$ cat src/rtl/flash_poll_pkg.sv
package flash_poll_pkg;
  localparam int BYTE_W  = 8;
  localparam int DQ_POLL = 7;
  localparam int DQ_TGL  = 6;
  localparam int DQ_LIM  = 5;

  typedef enum logic [1:0] {
    ST_IDLE  = 2'd0,
    ST_POLL  = 2'd1,
    ST_RECHK = 2'd2,
    ST_CONF  = 2'd3
  } poll_st_e;

  typedef struct packed {
    logic              erase;
    logic              toggle;
    logic [BYTE_W-1:0] expect_byte;
  } job_t;
endpackage

$ cat src/rtl/flash_poll_eval.sv
module flash_poll_eval (
  input  logic erase_i,
  input  logic toggle_i,
  input  logic exp_poll_i,
  input  logic cur_poll_i,
  input  logic cur_tgl_i,
  input  logic cur_lim_i,
  input  logic prev_tgl_i,
  input  logic prev_ok_i,
  output logic complete_o,
  output logic over_time_o
);
  logic poll_ok;
  logic tgl_ok;

  always_comb begin
    poll_ok     = erase_i ? cur_poll_i : (cur_poll_i == exp_poll_i);
    tgl_ok      = prev_ok_i && (cur_tgl_i == prev_tgl_i);
    complete_o  = toggle_i ? tgl_ok : poll_ok;
    over_time_o = cur_lim_i;
  end
endmodule

$ cat src/rtl/flash_poll_budget.sv
module flash_poll_budget #(
  parameter int CNT_W = 16
) (
  input  logic             clk,
  input  logic             rst_n,
  input  logic             clr_i,
  input  logic [CNT_W-1:0] lim_i,
  input  logic             step_i,
  output logic             exhausted_o
);
  logic [CNT_W-1:0] cnt_q, cnt_d;
  logic [CNT_W-1:0] lim_q, lim_d;
  logic [CNT_W:0]   cnt_next;
  logic [CNT_W:0]   lim_eff;

  always_comb begin
    cnt_d = cnt_q;
    lim_d = lim_q;
    if (clr_i) begin
      cnt_d = '0;
      lim_d = lim_i;
    end else if (step_i) begin
      cnt_d = cnt_q + 1'b1;
    end
    cnt_next    = {1'b0, cnt_q} + {{CNT_W{1'b0}}, 1'b1};
    lim_eff     = (lim_q == '0) ? {{CNT_W{1'b0}}, 1'b1} : {1'b0, lim_q};
    exhausted_o = (cnt_next >= lim_eff);
  end

  always_ff @(posedge clk or negedge rst_n) begin
    if (!rst_n) begin
      cnt_q <= '0;
      lim_q <= '0;
    end else if (clr_i || step_i) begin
      cnt_q <= cnt_d;
      lim_q <= lim_d;
    end
  end
endmodule

$ cat src/rtl/flash_done_poller.sv
module flash_done_poller
  import flash_poll_pkg::*;
#(
  parameter int CNT_W = 16
) (
  input  logic              clk,
  input  logic              rst_n,
  input  logic              start_i,
  input  logic              op_erase_i,
  input  logic              mode_toggle_i,
  input  logic [BYTE_W-1:0] exp_data_i,
  input  logic [CNT_W-1:0]  max_polls_i,
  output logic              rd_req_o,
  input  logic              rd_ack_i,
  input  logic [BYTE_W-1:0] rd_data_i,
  output logic              busy_o,
  output logic              done_o,
  output logic              fail_o,
  output logic [BYTE_W-1:0] data_o
);
  poll_st_e          st_q, st_d;
  job_t              job_q, job_d;
  logic              prev_tgl_q, prev_tgl_d;
  logic              prev_ok_q, prev_ok_d;
  logic [BYTE_W-1:0] data_q, data_d;
  logic              done_q, done_d;
  logic              fail_q, fail_d;
  logic              cnt_clr, cnt_step, exhausted;
  logic              complete, over_time;

  flash_poll_eval u_eval (
    .erase_i     (job_q.erase),
    .toggle_i    (job_q.toggle),
    .exp_poll_i  (job_q.expect_byte[DQ_POLL]),
    .cur_poll_i  (rd_data_i[DQ_POLL]),
    .cur_tgl_i   (rd_data_i[DQ_TGL]),
    .cur_lim_i   (rd_data_i[DQ_LIM]),
    .prev_tgl_i  (prev_tgl_q),
    .prev_ok_i   (prev_ok_q),
    .complete_o  (complete),
    .over_time_o (over_time)
  );

  flash_poll_budget #(.CNT_W(CNT_W)) u_budget (
    .clk         (clk),
    .rst_n       (rst_n),
    .clr_i       (cnt_clr),
    .lim_i       (max_polls_i),
    .step_i      (cnt_step),
    .exhausted_o (exhausted)
  );

  always_comb begin
    st_d       = st_q;
    job_d      = job_q;
    prev_tgl_d = prev_tgl_q;
    prev_ok_d  = prev_ok_q;
    data_d     = data_q;
    done_d     = 1'b0;
    fail_d     = 1'b0;
    cnt_clr    = 1'b0;
    cnt_step   = 1'b0;
    unique case (st_q)
      ST_IDLE: begin
        if (start_i) begin
          job_d.erase       = op_erase_i;
          job_d.toggle      = mode_toggle_i;
          job_d.expect_byte = exp_data_i;
          prev_ok_d         = 1'b0;
          cnt_clr           = 1'b1;
          st_d              = ST_POLL;
        end
      end
      ST_POLL: begin
        if (rd_ack_i) begin
          prev_tgl_d = rd_data_i[DQ_TGL];
          prev_ok_d  = 1'b1;
          if (complete) begin
            st_d = ST_CONF;
          end else if (over_time) begin
            st_d = ST_RECHK;
          end else begin
            cnt_step = 1'b1;
            if (exhausted) begin
              fail_d = 1'b1;
              st_d   = ST_IDLE;
            end
          end
        end
      end
      ST_RECHK: begin
        if (rd_ack_i) begin
          prev_tgl_d = rd_data_i[DQ_TGL];
          prev_ok_d  = 1'b1;
          if (complete) begin
            st_d = ST_CONF;
          end else begin
            fail_d = 1'b1;
            st_d   = ST_IDLE;
          end
        end
      end
      ST_CONF: begin
        if (rd_ack_i) begin
          data_d = rd_data_i;
          if (!job_q.erase && (rd_data_i != job_q.expect_byte)) begin
            fail_d = 1'b1;
          end else begin
            done_d = 1'b1;
          end
          st_d = ST_IDLE;
        end
      end
      default: st_d = ST_IDLE;
    endcase
  end

  always_ff @(posedge clk or negedge rst_n) begin
    if (!rst_n) begin
      st_q       <= ST_IDLE;
      job_q      <= '0;
      prev_tgl_q <= 1'b0;
      prev_ok_q  <= 1'b0;
      data_q     <= '0;
      done_q     <= 1'b0;
      fail_q     <= 1'b0;
    end else begin
      st_q   <= st_d;
      done_q <= done_d;
      fail_q <= fail_d;
      if (st_q == ST_IDLE) begin
        job_q <= job_d;
      end
      if (rd_ack_i || (st_q == ST_IDLE)) begin
        prev_tgl_q <= prev_tgl_d;
        prev_ok_q  <= prev_ok_d;
      end
      if (st_q == ST_CONF) begin
        data_q <= data_d;
      end
    end
  end

  assign rd_req_o = (st_q != ST_IDLE);
  assign busy_o   = (st_q != ST_IDLE);
  assign done_o   = done_q;
  assign fail_o   = fail_q;
  assign data_o   = data_q;
endmodule

$ cat config.mk
export PLATFORM = sky130hd
export DESIGN_NAME = flash_done_poller
export DESIGN_NICKNAME = d
export VERILOG_FILES = /design/src/rtl/flash_poll_pkg.sv /design/src/rtl/flash_poll_eval.sv /design/src/rtl/flash_poll_budget.sv /design/src/rtl/flash_done_poller.sv
export SDC_FILE = /design/constraint.sdc
export NUM_CORES = 1
export LEC_CHECK = 0
export CAP_MARGIN = 40
export CORE_MARGIN = 8
export CORE_UTILIZATION = 63
export CTS_CLUSTER_DIAMETER = 100
export DETAILED_ROUTE_END_ITERATION = 6
export DONT_BUFFER_PORTS = 1
export MAX_ROUTING_LAYER = met4
export PLACE_DENSITY_LB_ADDON = 0.12
export SYNTH_ARGS = -nofsm -noshare
export SYNTH_HDL_FRONTEND = slang
export SYNTH_SLANG_ARGS = --single-unit
$ cat constraint.sdc
create_clock -name clk -period 3.9 [get_ports clk]
set_clock_uncertainty 0.1 [all_clocks]
set_input_delay 0.39 -clock clk [delete_from_list [all_inputs] [get_ports clk]]
set_output_delay 0.39 -clock clk [all_outputs]
set_load 0.05 [all_outputs]
# Word level (Yosys, flattened, before mapping)
# Cells that the tools add are included.
# word_totals
ff_bits,56
# classes
add_sub_neg,2
order_cmp,1
n_eq_ne,12
n_mux,35
n_reduce_logical,18
# op_table
operator,n
$mux 16,3
$mux 1,21
$add 16x1->17 const B,1
$ge 17x17->1,1
$add 16x1->16 const B,1
$logic_not 16->1,1
$mux 2,8
$ne 2x2->1 const B,4
$ne 8x8->1,1
$pmux 2 s4,1
$reduce_and 2->1,4
$reduce_bool 2->1,3
$reduce_and 5->1,1
$eq 2x2->1 const B,2
$ne 4x4->1 const B,1
$reduce_and 4->1,1
$pmux 1 s3,1
$reduce_and 3->1,1
$eq 1x1->1,2
$eq 2x1->1 const B,1
$logic_and 1x1->1,2
$logic_not 2->1,1
$logic_or 1x1->1,2
$ne 2x1->1 const B,1
other kinds (3),3

# Depth between registers and ports, before layout
# depth
ltp_word,8
ltp_mapped,11

# Cells and area by module
# Synthesis repeated with hierarchy kept, for this count alone.
# hier_totals
hier_cells,315
hier_area_um2,3136.8
# by_module_without_submodules
mod,instances,cells_per_inst,area_per_inst_um2,seq_area_each_um2
flash_poll_budget,1,215,1944.4,800.8
flash_done_poller,1,93,1149.9,600.6
flash_poll_eval,1,7,42.5,0.0

# Worst setup path after synthesis
# OpenSTA, ideal clock, no wires.
# synth_path
kind,reg2reg
start,register u_budget.cnt_q[0]
end,register st_q[0]
setup_time_ps,126
t_arrival_ps,2657
t_required_ps,3674
path_slack_ps,1016
path_stages_with_launch,12
cell_sequence,dfrtp_1 -> ha_1 -> nand3_1 -> nor3_1 -> nand3_1 -> xnor2_1 -> ha_1 -> a21o_1 -> a221o_1 -> a21oi_1 -> a31oi_1 -> o32a_1
# synth_between
elab_chain_cells,4
# synth_lines
item,line,source
"start, declared",flash_poll_budget.sv:11,"logic [CNT_W-1:0] cnt_q, cnt_d;"
"start signal, assigned",flash_poll_budget.sv:35,cnt_q <= cnt_d;
$add 16x1->17,flash_poll_budget.sv:25,"cnt_next = {1'b0, cnt_q} + {{CNT_W{1'b0}}, 1'b1};"
$ge 17x17->1,flash_poll_budget.sv:27,exhausted_o = (cnt_next >= lim_eff);
$ne 4x4->1 (no line),n/a,
$reduce_and 5->1 (no line),n/a,
"end signal, assigned",flash_done_poller.sv:128,st_q <= st_d;
"end, declared",flash_done_poller.sv:21,"poll_st_e st_q, st_d;"
# No other way between the ends.
# A chain may end at the register's enable or synchronous reset.

# Worst setup path in the final report
# Ends and elaborated chain as after synthesis.

==> metrics list <==
- Number of enable flip-flop cells after synthesis: 0
- The path with the worst hold slack has its endpoint at job_q[9].
- Number of cells on the worst reg-to-reg path: 12
- The final layout contains 396 nets.
- Wire length on met2: 2.74 mm
- Leading post-synthesis cells by instance count: sky130_fd_sc_hd__nand2_1, sky130_fd_sc_hd__dfrtp_1, sky130_fd_sc_hd__xor2_1
- In the synthesized netlist, the number of instances is 337.
- Across the run, the number of max-cap violations was 0.
- Layout cell share with drive strength beyond 1: 7.40%
* Unique cell type count in the Yosys netlist: 39
- I/O pin total: 50
- Buffers added on ports: 0
* Crit Path Class: flop to flop
* Worst path slowest cell: sky130_fd_sc_hd__dfrtp_1
- PwrDens: 648 nW/um2
* Std-Cell Rows: 26
* Arr. time, crit path: 3.15 ns
- Worst-skew pair later-pin latency: 0.31 ns
* Static leakage: 1.62 nW
- In this run the register-to-register setup slack is 0.85 ns.
- From bottom edge to top edge, the die measures 86.9 um.
- Summed over all nets, wire length on met3 after detailed routing comes to 385 um.
* Final TNS setup: 0 ns
- Top cells by area, synth: sky130_fd_sc_hd__dfrtp_1, sky130_fd_sc_hd__ha_1, sky130_fd_sc_hd__xor2_1
* Library cell with the highest instance count after synthesis: sky130_fd_sc_hd__nand2_1
- Cell area after placement: 3210 um2
- Drt total wl: 6.21 mm
- Post-Syn Area: 3170 um2
* Synth-to-layout area growth: 5.33%
* Global router's overall resource usage: 18.1%
- Top routing layer in use: met4
- Ordered list of cells on the worst path: ha_1 -> nand3_1 -> nor3_1 -> buf_4 -> nand3_1 -> xnor2_1 -> ha_1 -> a21o_1 -> a221o_1 -> a21oi_1 -> a31oi_1 -> o32a_1
* Final-report hold violation count: 0
- Core region area: 4980 um2
* FFs w/ async S/R, synth: 100%
- At the worst endpoint, the required time is 4.00 ns.
- The first global-routing pass estimated 10.6 mm of wire.
- Total number of vias: 2231
* Most frequently used flop master after synthesis: sky130_fd_sc_hd__dfrtp_1
* Synthesized net count: 396
- Run status: completed
- The worst hold path belongs to the class primary input to flop.
- Drt initial violations: 126
- Clock buffer count from CTS: 5
* Antenna violation net count after detailed routing: 0
- Maximum number of pins on one net before global-route repair: 57
* Fin crit period: 3.05 ns
- Max_slew headroom: 45.1%
- After synthesis, the largest area contributor takes up 44.2% of total cell area.
- Sequential-to-total area share from yosys stat: 44.2%
- Routed vias/inst: 5.47
- The worst hold path was traced through 2 stages.
* Total DRC errors in the routed layout: 0
- With fillers left out, the area of the finished cells amounts to 3340 um2.
- Antenna violations before repair: 0
- The repair_antennas step left the layout with diodes totalling 0.
- Detailed placement finished with a half-perimeter wire length of 4.74 mm.
- TritonCTS built the clock tree.
- For this design, the sink count on the clock tree is 56.
- After clock tree synthesis, the clock-pin slew on the worst setup and hold paths is 0.10 ns.
- The via count of the first global-routing pass was 2233.
- Synthesis inferred 56 register bits.
- At the end of routability-driven placement, the weighted congestion stood at 0.851.
- Total Die Area: 7560 um2
- Measured along the x axis, the die boundary spans 86.9 um.
* CP startpoint kind: flop
- Worst-Margin Slew: 0.822 ns
* Total global routing overflow: 0
- Setup repair after global routing left no endpoint under its margin.
- No sink is reached through more buffers than the 2 on the longest clock path.
* Initial standard-cell utilization of the core: 63.7%
* Setup-violating endpoint count in the final report: 0
- Dividing the final minimum period by the clock period gives 78.2%.
- Level count of the clock H-tree: 2
- STA classifies the critical path endpoint as a flop.
* Delay contributed by the slowest stage of the critical path: 0.44 ns
- The pre-antenna-repair detailed-routing pass consisted of 4 iterations.
- The detailed router put a total of 3.04 mm of wire on met1.
- The endpoint identified for the worst register-to-register timing path is st_q[0].
* Reg2reg start: u_budget.cnt_q[0]
- Most area-hungry cell type in the Yosys netlist: sky130_fd_sc_hd__dfrtp_1
* Total count of max-transition violations in the final report: 0
- Along the worst path, the maximum fanout reaches 5.
- Library cell used as clock root buffer: sky130_fd_sc_hd__clkbuf_8
* Post-CTS Setup Inserts: 0
- The worst-case IR drop observed on VDD is 0.516 mV.
- The Yosys step of the flow raised 0 warnings.
* Post-Syn Area per Cell: 9.41 um2
- Fmax: 328 MHz
- In the final routed layout, each cell accounts on average for 15.2 um.
- The startpoint identified for the worst hold timing path is op_erase_i.
## critical path: cells and delay by family, from the launching register on
family	cells	cell delay, ns
AND/OR/NAND/NOR	3	0.50
adder cells (fa/ha/maj)	2	0.54
buffers and inverters	1	0.16
AO/OA/AOI/OAI	5	1.04
XOR/XNOR	1	0.16
flip-flops	1	0.44
## logic make-up after synthesis
family	after synthesis	share of synthesized area (%)
DFF	56	44.2
and+or+nand+nor	134	18.9
xor gates and xnor gates	38	10.5
muxes	10	3.51
AOI/OAI and AO/OA	44	8.96
buffers and inverters	34	5.60
adders and majority gates	21	8.29
## layout by cell type (no fill, tap or decap), types with 2 or more instances in the layout
| cell type | Yosys | final |
|---|---|---|
| sky130_fd_sc_hd__mux2_2 | 9 | 9 |
| sky130_fd_sc_hd__nand2_1 | 66 | 66 |
| sky130_fd_sc_hd__inv_1 | 22 | 22 |
| sky130_fd_sc_hd__nand3_1 | 10 | 10 |
| sky130_fd_sc_hd__nor2_1 | 27 | 27 |
| sky130_fd_sc_hd__nand4_1 | 6 | 6 |
| sky130_fd_sc_hd__xnor2_1 | 9 | 9 |
| sky130_fd_sc_hd__a21o_1 | 2 | 2 |
| sky130_fd_sc_hd__dfrtp_1 | 56 | 56 |
| sky130_fd_sc_hd__nor3_1 | 7 | 7 |
| sky130_fd_sc_hd__nand2b_1 | 6 | 6 |
| sky130_fd_sc_hd__and4_1 | 3 | 3 |
| sky130_fd_sc_hd__ha_1 | 21 | 21 |
| sky130_fd_sc_hd__o21ai_0 | 20 | 20 |
| sky130_fd_sc_hd__a31oi_1 | 2 | 2 |
| sky130_fd_sc_hd__buf_16 | 0 | 2 |
| sky130_fd_sc_hd__a21oi_1 | 10 | 10 |
| sky130_fd_sc_hd__xor2_1 | 29 | 29 |
| sky130_fd_sc_hd__nor4_1 | 5 | 5 |
| sky130_fd_sc_hd__clkbuf_8 | 2 | 5 |
## what timing repair did
| action | 4_1_cts | 5_1_grt |
|---|---|---|
| gates resized for setup | 0 | 0 |
| hold buffers | 2 | 0 |
| hold endpoints to repair | 56 | 0 |
## flip-flops by register name (all words and copies together) (netlist names)
name / flops
u_budget.cnt_q: 16
u_budget.lim_q: 16
job_q: 10
data_o: 8
st_q: 2
done_o: 1
fail_o: 1
prev_ok_q: 1
prev_tgl_q: 1
## routing by layer
metal	up-vias	global-route usage, %
met5	-	-
met4	0	3.76
met3	5	4.62
met2	54	26.9
met1	1050	24.3
li1	1122	-
## metrics by stage
stage	util, %	instances	setup slack [ns]	hold WS [ns]	power [mW]
floorplan	-	337	1.02	-0.00559	1.67
global placement	63.7	396	0.956	-0.00294	1.78
detailed placement	64.5	398	0.856	-0.00334	1.84
CTS	67.1	408	0.835	0.0667	2.19
global route	67.1	408	0.641	0.0579	2.34
finish	67.1	408	0.851	0.0778	2.16
## power by group
| group | switching, mW | internal, mW |
|---|---|---|
| registers | 0.294 | 0.779 |
| logic | 0.459 | 0.308 |
| clock network | 0.197 | 0.129 |
## how the worst max path moves through the flow
stage | from | endpoint | slack, ns | cells past startpoint
2_1_floorplan | u_budget.cnt_q[0] | st_q[0] | 1.02 | 11
3_3_place_gp | u_budget.cnt_q[0] | st_q[0] | 0.96 | 12
3_5_place_dp | u_budget.cnt_q[0] | st_q[0] | 0.86 | 12
4_1_cts | u_budget.cnt_q[0] | st_q[0] | 0.84 | 12
5_1_grt | u_budget.cnt_q[0] | st_q[0] | 0.64 | 12
6_report | u_budget.cnt_q[0] | st_q[0] | 0.85 | 12
## layout make-up
| type | instances | area, um2 |
|---|---|---|
| multi-input combinational | 247 | 1590 |
| clock inverter | 3 | 22.5 |
| timing repair buffer | 5 | 83.8 |
| sequential | 56 | 1400 |
| fill | 445 | 1640 |
| tap | 70 | 87.6 |
| clock buffer | 5 | 68.8 |
| inverter | 22 | 82.6 |
Note: power is estimated with default switching activity, not from simulation.
